==> config.mk <==
export PLATFORM = sky130hd
export DESIGN_NAME = oc_channel
export DESIGN_NICKNAME = d
export VERILOG_FILES = /design/src/rtl/oc_pkg.sv /design/src/rtl/oc_match.sv /design/src/rtl/oc_wave.sv /design/src/rtl/oc_irq.sv /design/src/rtl/oc_channel.sv
export SDC_FILE = /design/constraint.sdc
export NUM_CORES = 1
export LEC_CHECK = 0
export BUFFER_PORTS_ARGS = -buffer_cell sky130_fd_sc_hd__buf_4
export CAP_MARGIN = 5
export CORE_ASPECT_RATIO = 1.2
export CORE_MARGIN = 2
export CORE_UTILIZATION = 35
export CTS_CLUSTER_SIZE = 20
export DETAILED_ROUTE_END_ITERATION = 10
export PLACE_DENSITY = 0.68
export RECOVER_POWER = 50
export SETUP_SLACK_MARGIN = 0.3
export SYNTH_ARGS = -nofsm -noshare
export SYNTH_HDL_FRONTEND = slang
export SYNTH_HIERARCHICAL = 1
export SYNTH_SLANG_ARGS = --single-unit
==> constraint.sdc <==
create_clock -name clk -period 3.75 [get_ports clk]
set_input_delay 0.75 -clock clk [delete_from_list [all_inputs] [get_ports clk]]
set_output_delay 0.75 -clock clk [all_outputs]
set_load 0.005 [all_outputs]
==> src/rtl/oc_pkg.sv <==
`timescale 1ns/1ps
package oc_pkg;

  typedef enum logic [2:0] {
    OCM_OFF   = 3'd0,
    OCM_OS_LO = 3'd1,
    OCM_OS_HI = 3'd2,
    OCM_TOG   = 3'd3,
    OCM_DLY   = 3'd4,
    OCM_CONT  = 3'd5,
    OCM_PWM   = 3'd6,
    OCM_PWMF  = 3'd7
  } ocm_e;

  localparam int NREF = 3;  // primary, secondary, active duty

  function automatic logic is_pwm(ocm_e m);
    return (m == OCM_PWM) || (m == OCM_PWMF);
  endfunction

  // Level loaded when a mode is entered.
  function automatic logic entry_level(ocm_e m, logic pri_nz, logic cur, logic held);
    logic lv;
    case (m)
      OCM_OS_HI:          lv = 1'b1;
      OCM_TOG:            lv = cur;
      OCM_PWM, OCM_PWMF:  lv = pri_nz;
      OCM_OFF:            lv = held;
      default:            lv = 1'b0;
    endcase
    return lv;
  endfunction

  // Which pin transitions raise the interrupt in edge-driven modes.
  function automatic logic edge_irq(ocm_e m, logic rise, logic fall);
    logic v;
    case (m)
      OCM_OS_LO:          v = rise;
      OCM_OS_HI:          v = fall;
      OCM_TOG:            v = rise | fall;
      OCM_DLY, OCM_CONT:  v = fall;
      default:            v = 1'b0;
    endcase
    return v;
  endfunction

endpackage

==> src/rtl/oc_match.sv <==
`timescale 1ns/1ps
module oc_match
  import oc_pkg::*;
#(
  parameter int W = 16
) (
  input  logic            en,
  input  logic [W-1:0]    cnt,
  input  logic [W-1:0]    ref_pri,
  input  logic [W-1:0]    ref_sec,
  input  logic [W-1:0]    ref_duty,
  output logic [NREF-1:0] hits
);
  logic [W-1:0] refs [NREF];

  assign refs[0] = ref_pri;
  assign refs[1] = ref_sec;
  assign refs[2] = ref_duty;

  for (genvar g = 0; g < NREF; g++) begin : g_cmp
    assign hits[g] = en & (cnt == refs[g]);
  end
endmodule

==> src/rtl/oc_wave.sv <==
`timescale 1ns/1ps
module oc_wave
  import oc_pkg::*;
#(
  parameter int W = 16
) (
  input  logic         clk,
  input  logic         rst_n,
  input  ocm_e         mode,
  input  logic         en,
  input  logic         period_hit,
  input  logic         fault_n,
  input  logic [W-1:0] cmp_pri,
  input  logic [W-1:0] cmp_sec,
  input  logic         hit_pri,
  input  logic         hit_sec,
  input  logic         hit_duty,
  input  logic         cur_out,
  output ocm_e         mode_q,
  output logic         pin_q,
  output logic [W-1:0] duty_q,
  output logic         flt_q,
  output logic         mode_stable,
  output logic         rise_evt,
  output logic         fall_evt
);
  logic         pin_d, done_q, done_d, flt_d;
  logic [W-1:0] duty_d;
  logic         per_en;

  assign mode_stable = (mode == mode_q);
  assign per_en      = en & period_hit;

  always_comb begin
    pin_d  = pin_q;
    done_d = done_q;
    flt_d  = flt_q;
    duty_d = duty_q;
    if (!mode_stable) begin
      pin_d  = entry_level(mode, |cmp_pri, cur_out, pin_q);
      done_d = 1'b0;
      flt_d  = 1'b0;
      duty_d = cmp_pri;
    end else begin
      case (mode_q)
        OCM_OS_LO: if (hit_pri && !done_q) begin pin_d = 1'b1; done_d = 1'b1; end
        OCM_OS_HI: if (hit_pri && !done_q) begin pin_d = 1'b0; done_d = 1'b1; end
        OCM_TOG:   if (hit_pri) pin_d = ~pin_q;
        OCM_DLY, OCM_CONT: begin
          if (!pin_q && hit_pri && !done_q) pin_d = 1'b1;
          else if (pin_q && hit_sec) begin
            pin_d  = 1'b0;
            done_d = (mode_q == OCM_DLY);
          end
        end
        OCM_PWM, OCM_PWMF: begin
          if (per_en) begin
            duty_d = cmp_sec;
            pin_d  = |cmp_sec;
          end else if (hit_duty) begin
            pin_d = 1'b0;
          end
          if (mode_q == OCM_PWMF) begin
            if (!fault_n) flt_d = 1'b1;
            if (flt_d) pin_d = 1'b0;
          end
        end
        default: ;
      endcase
    end
  end

  assign rise_evt = mode_stable & ~pin_q & pin_d;
  assign fall_evt = mode_stable & pin_q & ~pin_d;

  always_ff @(posedge clk) begin
    if (!rst_n) begin
      mode_q <= OCM_OFF;
      pin_q  <= 1'b0;
      done_q <= 1'b0;
      flt_q  <= 1'b0;
      duty_q <= '0;
    end else begin
      mode_q <= mode;
      pin_q  <= pin_d;
      done_q <= done_d;
      flt_q  <= flt_d;
      duty_q <= duty_d;
    end
  end
endmodule

==> src/rtl/oc_irq.sv <==
`timescale 1ns/1ps
module oc_irq
  import oc_pkg::*;
(
  input  logic clk,
  input  logic rst_n,
  input  ocm_e mode_q,
  input  logic mode_stable,
  input  logic rise_evt,
  input  logic fall_evt,
  input  logic fault_n,
  output logic irq
);
  logic fault_q, flt_fall, irq_d;

  assign flt_fall = fault_q & ~fault_n;
  assign irq_d    = mode_stable &
                    ((mode_q == OCM_PWMF) ? flt_fall : edge_irq(mode_q, rise_evt, fall_evt));

  always_ff @(posedge clk) begin
    if (!rst_n) begin
      fault_q <= 1'b1;
      irq     <= 1'b0;
    end else begin
      fault_q <= fault_n;
      irq     <= irq_d;
    end
  end
endmodule

==> src/rtl/oc_channel.sv <==
`timescale 1ns/1ps
module oc_channel
  import oc_pkg::*;
#(
  parameter int CNT_W = 16
) (
  input  logic             clk,
  input  logic             rst_n,
  input  logic             tmr_en,
  input  logic [CNT_W-1:0] tmr_cnt,
  input  logic             tmr_period_hit,
  input  logic [CNT_W-1:0] cmp_pri,
  input  logic [CNT_W-1:0] cmp_sec,
  input  logic [2:0]       mode_sel,
  input  logic             gpio_level,
  input  logic             fault_n,
  output logic             pin_out,
  output logic             irq,
  output logic             tmr_clr,
  output logic             fault_flag
);
  ocm_e             mode_req, mode_act;
  logic             pin_q, flt_q, mode_stable, rise_evt, fall_evt;
  logic [CNT_W-1:0] duty_q;
  logic [NREF-1:0]  hits;

  assign mode_req = ocm_e'(mode_sel);

  oc_match #(.W(CNT_W)) u_match (
    .en(tmr_en), .cnt(tmr_cnt), .ref_pri(cmp_pri), .ref_sec(cmp_sec),
    .ref_duty(duty_q), .hits(hits)
  );

  oc_wave #(.W(CNT_W)) u_wave (
    .clk(clk), .rst_n(rst_n), .mode(mode_req), .en(tmr_en),
    .period_hit(tmr_period_hit), .fault_n(fault_n),
    .cmp_pri(cmp_pri), .cmp_sec(cmp_sec),
    .hit_pri(hits[0]), .hit_sec(hits[1]), .hit_duty(hits[2]),
    .cur_out(pin_out), .mode_q(mode_act), .pin_q(pin_q), .duty_q(duty_q),
    .flt_q(flt_q), .mode_stable(mode_stable), .rise_evt(rise_evt), .fall_evt(fall_evt)
  );

  oc_irq u_irq (
    .clk(clk), .rst_n(rst_n), .mode_q(mode_act), .mode_stable(mode_stable),
    .rise_evt(rise_evt), .fall_evt(fall_evt), .fault_n(fault_n), .irq(irq)
  );

  assign pin_out    = (mode_act == OCM_OFF) ? gpio_level : pin_q;
  assign tmr_clr    = is_pwm(mode_act) & tmr_period_hit;
  assign fault_flag = flt_q;
endmodule

-- Word level (Yosys, flattened, before mapping)
Cells that the tools add are included.
- register bits after elaboration: 24
- latch bits: 0
- memory bits (writable): 0
- memory bits (read-only): 0
- bits of input ports: 57
- word-level logic and storage cells: 89
- memories: 0
- add/subtract/negate cells: 0
- $mul: 0
- div/mod/pow operators: 0
- $lt $le $gt $ge: 0
- equal/unequal tests: 20
- shifts and indexed selects: 0
- mux-type cells: 26
- bitwise gates (word level): 15
- reductions and logical operators: 21
- operators by type and width (kind ; number):
    $eq 16x16->1 ; 3
    $mux 16 ; 3
    $reduce_or 16->1 ; 2
    $mux 1 ; 19
    $eq 3x3->1 const B ; 6
    $eq 3x2->1 const B ; 4
    $and 1x1->1 ; 11
    $ne 2x2->1 const B ; 4
    $reduce_or 2->1 ; 4
    $logic_not 3->1 ; 2
    $reduce_and 2->1 ; 3
    $pmux 1 s5 ; 1
    $logic_and 1x1->1 ; 4
    $pmux 1 s4 ; 1
    $reduce_and 4->1 ; 1
    $eq 3x1->1 const B ; 1
    $eq 3x3->1 ; 1
    $not 1->1 ; 3
    $pmux 1 s3 ; 1
    $reduce_or 3->1 ; 1
    $logic_not 1->1 ; 2
    $ne 2x1->1 const B ; 1
    $pmux 1 s2 ; 1
    $reduce_bool 2->1 ; 1
    other kinds (2) ; 2

-- Depth between registers and ports, before layout
Gate-level depths: netlist of run 1.
- word-level depth: 14
- mapped depth: 13

-- Modules after synthesis
The synthesis of run 1 kept the hierarchy.
- by module, submodules not included (module ; instances ; cells each ; area an instance (um^2) ; sequential area each (um^2)):
    oc_wave ; 1 ; 138 ; 1243.7 ; 440.4
    oc_match ; 1 ; 66 ; 544.3 ; 0.0
    oc_irq ; 1 ; 8 ; 83.8 ; 40.0
    oc_channel ; 1 ; 3 ; 28.8 ; 0.0

-- Worst setup path after synthesis of run 1
No wires, ideal clock.
- path kind: input to register
- start: input cmp_pri[11]
- end: register u_irq.irq
- setup time: 0.074 ns
- arrival: 2.878 ns
- required time: 3.676 ns
- setup slack: 0.797 ns
- stages on the path: 13
- path buffers: 0
- path through: xor2_1 nor4_1 nand4_1 nor4_2 ha_1 inv_1 o21ai_1 a211oi_1 or3_1 a21oi_1 a221o_1 nand3_1 a31oi_1
- elaborated cells between the ends (all ways): 20
- those cells by class: 1 x eq/ne; 9 x mux; 6 x bitwise; 4 x reduce/logical
- RTL lines (what ; line ; source):
    from (decl) ; oc_channel.sv:12 ; input logic [CNT_W-1:0] cmp_pri,
    $eq 16x16->1 (*) ; oc_match.sv:21 ; assign hits[g] = en & (cnt == refs[g]);
    $and 1x1->1 (*) ; oc_match.sv:21 ;
    named net hits[0] ; oc_channel.sv:25 ; logic [NREF-1:0] hits;
    $logic_and 1x1->1 (2 in a row) ; oc_wave.sv:50 ; if (!pin_q && hit_pri && !done_q) pin_d = 1'b1;
    $mux 1 ; oc_wave.sv:50 ;
    $pmux 1 s5 (*) ; oc_wave.sv:45 ; case (mode_q)
    $mux 1 (*) ; oc_wave.sv:39 ; if (!mode_stable) begin
    $and 1x1->1 (*) ; oc_wave.sv:73 ; assign rise_evt = mode_stable & ~pin_q & pin_d;
    named net rise_evt ; oc_channel.sv:23 ; logic pin_q, flt_q, mode_stable, rise_evt, fall_evt;
    $or 1x1->1 ; oc_pkg.sv:40 ; OCM_TOG: v = rise | fall;
    $pmux 1 s3 (*) ; oc_pkg.sv:37 ; case (m)
    $mux 1 (*) ; oc_irq.sv:18 ; ((mode_q == OCM_PWMF) ? flt_fall : edge_irq(mode_q, rise_evt, fall_evt));
    $and 1x1->1 (*) ; oc_irq.sv:17 ; assign irq_d = mode_stable &
    to (signal assigned) ; oc_irq.sv:26 ; irq <= irq_d;
    to (decl) ; oc_irq.sv:12 ; output logic irq
Mark *: on every way through the listed nets, which the timed path passes. The rest lies on a longest branch.
A chain may end at the register's enable or synchronous reset.

-- Worst setup path after layout of run 1
Same ends and word-level chain as after synthesis.

==> results.py, run 1 <==
metrics = {
    "outcome": {
        "status": "finished with violations",
        "violations": "capacitance limit, slew limit",
    },
    "finish": {
        "diodes": 0,
        "area_growth_pct": 29.56,
        "drive_above_1_share_pct": 27.04,
        "fin_area_mm2": 0.002462,
        "mostFrequentLayoutCells": "56 x buf_4, 36 x xnor2_1, 25 x nand2_1",
        "fin_cells": 332,
        "fillers": 515,
        "num-nets-final": 329,
        "mostFrequentLayoutCell": "buf_4",
    },
    "route": {
        "wl_per_cell_um": 16.57,
        "drtPass1Iterations": 4,
        "via_per_inst": 5.557,
        "antenna_left": 0,
        "drc": 0,
        "drt_iter0_drc": 127,
        "routed-via-count": 1845,
        "routed_wl_mm": 5.502,
    },
    "placement": {
        "placed_area_mm2": 0.002390,
        "placed_cells": 328,
        "io_buffers": 60,
        "pre_cts_slack_ns": 0.2872,
        "post-dp-hpwl_mm": 4.256,
        "gp_congestion": 0.8825,
    },
    "critical_path": {
        "ff2ff_setup_slack_ns": 0.71,
        "critPathArrivalTime_ns": 3.45,
        "r2r-start": "u_wave/mode_q[1]",
        "cpMaxStageDelayCell": "or3_1",
        "worstPathMaxFanout": 4,
        "crit_chain": "buf_4 > xor2_1 > nor4_1 > nand4_1 > nor4_4 > ha_1 > nand2_1 > a21oi_1 > a211oi_1 > or3_1 > a21oi_1 > a221o_1 > nand3_1 > a31oi_1",
        "r2r_end": "u_irq/irq",
        "critPathCaptureType": "register",
        "required_ns": 3.95,
        "crit_top_cell": "a21oi_1",
        "r2r_cells": 7,
        "critPathMaxStageDelay_ns": 0.39,
        "crit_path_start_kind": "input port",
        "path_class": "input port to register",
    },
    "clock_network": {
        "clk_pin_slew_worst_paths_ns": 0.09,
        "cts_sinks": 24,
        "cts_resized": 0,
        "cts_buffers": 3,
        "post_cts_buffers": 0,
        "cts.htree.levels": 1,
        "clock_path_buffers": 2,
        "tritoncts": "yes",
        "ctsHoldBuffers": 0,
        "worstSkewPairLatency_ns": 0.27,
        "root_buffer": "clkbuf_8",
    },
    "pwr": {
        "power_per_cell_area_mw_per_mm2": 298.1,
        "p_clk_share_pct": 31.7,
        "combPwrFrac_pct": 28.5,
        "internal_power_w": 0.0005263,
        "ir_drop_v": 0.0001229,
        "seqPwrFrac_pct": 39.8,
        "p_leak_nw": 1.146,
        "netSwitchingFraction_pct": 28.29,
        "p_switching_w": 0.0002077,
    },
    "job": {
        "cap_violations": 1,
    },
    "timing": {
        "max-slew-margin-rel_pct": -5.612,
        "rsz0062_at_grt": "false",
        "maxSlewViolCount": 39,
        "period_share_pct": 86.74,
        "clock_skew_ns": 0.009349,
        "setup_ws_ns": 0.4974,
        "finalHoldViolCount": 0,
        "setup_viol": 0,
        "worst_pin_slew_ns": 1.584,
        "timing.fmax_ghz": 0.3074,
        "tns_ns": 0,
        "final.min_clock_period_ns": 3.253,
    },
    "floorplan": {
        "die-width_um": 71.27,
        "ioPinCount": 61,
        "dieArea_mm2": 0.006038,
        "rows": 29,
        "core_mm2": 0.005261,
        "die_y_um": 84.73,
        "initial_core_util_pct": 36.12,
    },
    "yosys": {
        "syn_area_per_cell_um2": 8.840,
        "ys_types": 42,
        "synth_ff_type": "dfxtp_1",
        "ys_ff_latch": 24,
        "netlist_area_mm2": 0.001901,
        "syn_nets": 273,
        "netlist_instances": 215,
        "yosysWarnings": 6,
        "synth_seq_area_share_pct": 25.28,
        "synth_edf_count": 0,
        "async_flop_share_pct": 0,
    },
    "worst_hold_path": {
        "hold_path_class": "register to register",
        "holdPathEnd": "u_irq/irq",
        "hold_start": "u_irq/fault_q",
        "hold_path_depth": 2,
    },
    "global_routing": {
        "use_met3_pct": 2.401,
        "grt_use_total_pct": 18.50,
        "grt_pass1_vias": 1823,
        "antenna_found_initial": 0,
        "grt_pass1_wl_mm": 8.935,
        "grt.busiest_layer": "met2",
        "overflow": 0,
        "grt_max_degree": 39,
        "met1_usage_pct": 21.97,
        "grt_use_met2_pct": 34.51,
    },
}
-- synthesized netlist by cell type (2+ instances only) --
master	instances	area share (%)
inv_1	3	0.59
nor3_1	2	0.53
nand3_1	2	0.53
xor2_1	15	6.9
nand4_1	10	3.3
o21ai_0	3	0.79
clkbuf_1	3	0.59
buf_4	2	0.79
nor4_1	10	3.3
dfxtp_1	24	25
o211a_1	16	8.4
nand2_1	25	4.9
a21oi_1	5	1.3
and2_1	3	0.99
xnor2_1	36	17
mux2i_1	17	9.0
a31oi_1	2	0.66
buf_2	5	1.3
nor2_1	3	0.59
or4_1	2	0.79
nor4_2	3	2.0
nand2b_1	4	1.3
-- power groups by stage --
stage	registers (W)	clock network (W)	logic [W]
2_1_floorplan	0.000291	0	0.000116
3_3_place_gp	0.000298	0	0.000206
3_5_place_dp	0.000298	0	0.000207
4_1_cts	0.000292	0.000240	0.000209
5_1_grt	0.000295	0.000249	0.000228
6_report	0.000292	0.000232	0.000209
-- per-stage QoR --
stage | total power [W] | util (%) | hold slack [ns]
6_report | 0.0007340 | 46.80 | 0.5112
5_1_grt | 0.0007727 | 46.80 | 0.5439
4_1_cts | 0.0007405 | 46.78 | 0.5102
3_5_place_dp | 0.0005054 | 45.42 | 0.4878
3_3_place_gp | 0.0005036 | 45.42 | 0.4800
2_1_floorplan | 0.0004066 | - | 0.4603
-- flip-flops by register name, summed over array words and instances (netlist names) --
name           count
u_wave/duty_q     16
u_wave/mode_q      3
u_irq/fault_q      1
u_irq/irq          1
u_wave/done_q      1
u_wave/flt_q       1
u_wave/pin_q       1
-- cell families (layout without fill, tap and decap cells) --
logic type / count (synthesis) / count (layout) / synth area share (%)
buf+inv: 14 / 69 / 3.488
flops: 24 / 24 / 25.28
simple gates: 71 / 71 / 21.40
xor+xnor: 51 / 51 / 23.50
fa+ha+maj: 1 / 1 / 0.6582
compound gates: 36 / 36 / 16.13
mux: 18 / 18 / 9.546
-- how the worst max path moves through the flow --
stage	endpoint	startpoint	slack [ns]
CTS	u_irq/irq	cmp_pri[11]	0.51
detailed placement	u_irq/irq	cmp_pri[11]	0.29
global route	u_irq/irq	cmp_pri[11]	0.23
floorplan	u_irq/irq	cmp_pri[11]	0.80
finish	u_irq/irq	cmp_pri[11]	0.50
global placement	u_irq/irq	cmp_pri[11]	0.41
-- critical path: cells and delay by family --
family,cells,cell delay [ns]
AND/OR/NAND/NOR,6,1.42
buffers and inverters,1,0.12
AO/OA/AOI/OAI,5,0.77
adder cells (fa/ha/maj),1,0.23
XOR/XNOR,1,0.15
-- final cells by class --
class                      instances  area (um2)  share of cell area, %
clock buffer                       3       41.29                  1.677
clock inverter                     1       30.03                  1.220
inverter                           4       15.01                 0.6098
multi-input combinational        177        1368                  55.54
sequential                        24       480.5                  19.51
tap                               62       77.57                  3.150
timing repair buffer              61       450.4                  18.29
-- layer usage --
metal	share of wire (%)	wire, um
met3	4.9	271
met1	39	2171
met4	2.0	111
met2	54	2947
met5	0	0
(Power assumes the default switching activity.)
==> run 2: changes to the inputs <==
==> constraint.sdc (replaced) <==
create_clock -name clk -period 3.75 [get_ports clk]
set_input_delay 0.5625 -clock clk [delete_from_list [all_inputs] [get_ports clk]]
set_output_delay 0.5625 -clock clk [all_outputs]
set_load 0.005 [all_outputs]
==> results.py, run 2 (synthesis results as in run 1) <==
metrics = {
    "outcome": {
        "status": "finished with violations",
        "violations": "capacitance limit, slew limit",
    },
    "floorplan": {
        "initial_core_util_pct": 36.12,
        "rows": 29,
        "core_mm2": 0.005261,
        "ioPinCount": 61,
        "die_y_um": 84.73,
        "die-width_um": 71.27,
        "dieArea_mm2": 0.006038,
    },
    "finish": {
        "mostFrequentLayoutCell": "buf_4",
        "num-nets-final": 329,
        "top_register": "u_wave/duty_q",
        "drive_above_1_share_pct": 26.67,
        "diodes": 0,
        "area_growth_pct": 29.10,
        "top_regs": "u_wave/duty_q: 16 flops, u_wave/mode_q: 3 flops",
        "largest_reg_flops": 16,
        "fillers": 526,
        "mostFrequentLayoutCells": "56 x buf_4, 36 x xnor2_1, 25 x nand2_1",
    },
    "critical_path": {
        "worstPathMaxFanout": 4,
        "path_class": "input port to register",
        "critPathArrivalTime_ns": 3.28,
        "r2r-start": "u_wave/mode_q[1]",
        "crit_path_start_kind": "input port",
        "crit_path_start": "cmp_pri[11]",
        "critPathCaptureType": "register",
        "required_ns": 3.95,
    },
    "route": {
        "highest_layer": "met4",
        "routed_wl_mm": 5.525,
        "wl_per_cell_um": 16.64,
        "wl_met1_mm": 2.179,
        "drt_iter0_drc": 125,
        "wl_met2_mm": 2.950,
        "routed-via-count": 1840,
        "antenna_left": 0,
        "drc": 0,
        "met3WireLength_um": 307,
        "via_per_inst": 5.542,
        "drtPass1Iterations": 4,
    },
    "timing": {
        "tns_ns": 0,
        "timing.fmax_ghz": 0.3238,
        "setup_viol": 0,
        "rsz0062_at_grt": "false",
        "maxSlewViolCount": 39,
        "worst_pin_slew_ns": 1.588,
        "final.min_clock_period_ns": 3.088,
        "finalHoldViolCount": 0,
        "max-slew-margin-rel_pct": -5.854,
        "clock_skew_ns": 0.007611,
        "period_share_pct": 82.35,
        "setup_ws_ns": 0.6619,
        "hold_slack_ns": 0.4891,
    },
    "global_routing": {
        "grt_pass1_vias": 1868,
        "grt_use_total_pct": 18.90,
        "grt_pass1_wl_mm": 9.066,
        "overflow": 0,
        "grt_max_degree": 39,
        "antenna_found_initial": 0,
    },
    "placement": {
        "gp_congestion": 0.8833,
        "pre_cts_slack_ns": 0.4637,
        "post-dp-hpwl_mm": 4.303,
        "io_buffers": 60,
    },
    "clock_network": {
        "worstSkewPairLatency_ns": 0.27,
        "cts_resized": 0,
        "root_buffer": "clkbuf_8",
        "ctsHoldBuffers": 0,
        "clk_pin_slew_worst_paths_ns": 0.09,
        "tritoncts": "yes",
        "post_cts_buffers": 0,
        "cts_buffers": 3,
        "cts_sinks": 24,
        "clock_path_buffers": 2,
        "cts.htree.levels": 1,
    },
    "pwr": {
        "power_per_cell_area_mw_per_mm2": 299.1,
        "finalPower_w": 0.0007339,
        "p_leak_nw": 1.135,
        "ir_drop_v": 0.0002389,
    },
    "worst_hold_path": {
        "hold_path_class": "input port to register",
        "hold_start": "fault_n",
    },
    "job": {
        "cap_violations": 1,
    },
}
run 2: changes by cell type in the layout (fill, tap and decap cells not counted):
cell	previous run	this run
mux2_1	0	1
mux2_2	1	0
nor4_2	2	3
nor4_4	1	0
run 2: final timing paths:
kind | end | slack [ns] | cells past startpoint
worst max-delay path | u_irq/irq | 0.66 | 14
worst min-delay path | u_irq/fault_q | 0.49 | 2
worst min register to register | u_wave/flt_q | 0.51 | 2
worst max register to register | u_irq/irq | 0.70 | 7
run 2: final cells by class:
type / instances / area [um2] / area share [%]
clock inverters: 1 / 30.03 / 1.224
multi-input cells: 177 / 1359 / 55.38
inverters: 4 / 15.01 / 0.6119
well taps: 62 / 77.57 / 3.162
clock buffers: 3 / 41.29 / 1.683
repair buffers: 61 / 450.4 / 18.36
flip-flops and latches: 24 / 480.5 / 19.58
run 2: per-stage QoR:
stage / util (%) / area [um2] / cells
after detailed placement: 45.42 / 2390 / 328
after global placement: 45.42 / 2390 / 328
after CTS: 46.78 / 2461 / 332
final: 46.64 / 2454 / 332
after floorplan: - / 1901 / 215
after global routing: 46.64 / 2454 / 332
run 2: power by group:
group	switching, W	internal, W
Sequential	0.0000190	0.000273
Clock	0.0000908	0.000143
Combinational	0.0000982	0.000110
Total	0.000208	0.000526
run 2: per-layer routing:
metal / global-route usage (%) / vias up
li1: - / 897
met1: 22.21 / 872
met2: 35.02 / 65
met3: 3.481 / 6
met4: 4.117 / 0
met5: 0 / -
run 2: critical path, cell delays in order:
cell      delay, ns
buf_4          0.12
xor2_1         0.15
nor4_1         0.37
nand4_1        0.17
nor4_2         0.40
ha_1           0.25
inv_1          0.05
o21ai_1        0.14
a211oi_1       0.11
or3_1          0.38
a21oi_1        0.14
a221o_1        0.15
nand3_1        0.08
a31oi_1        0.22
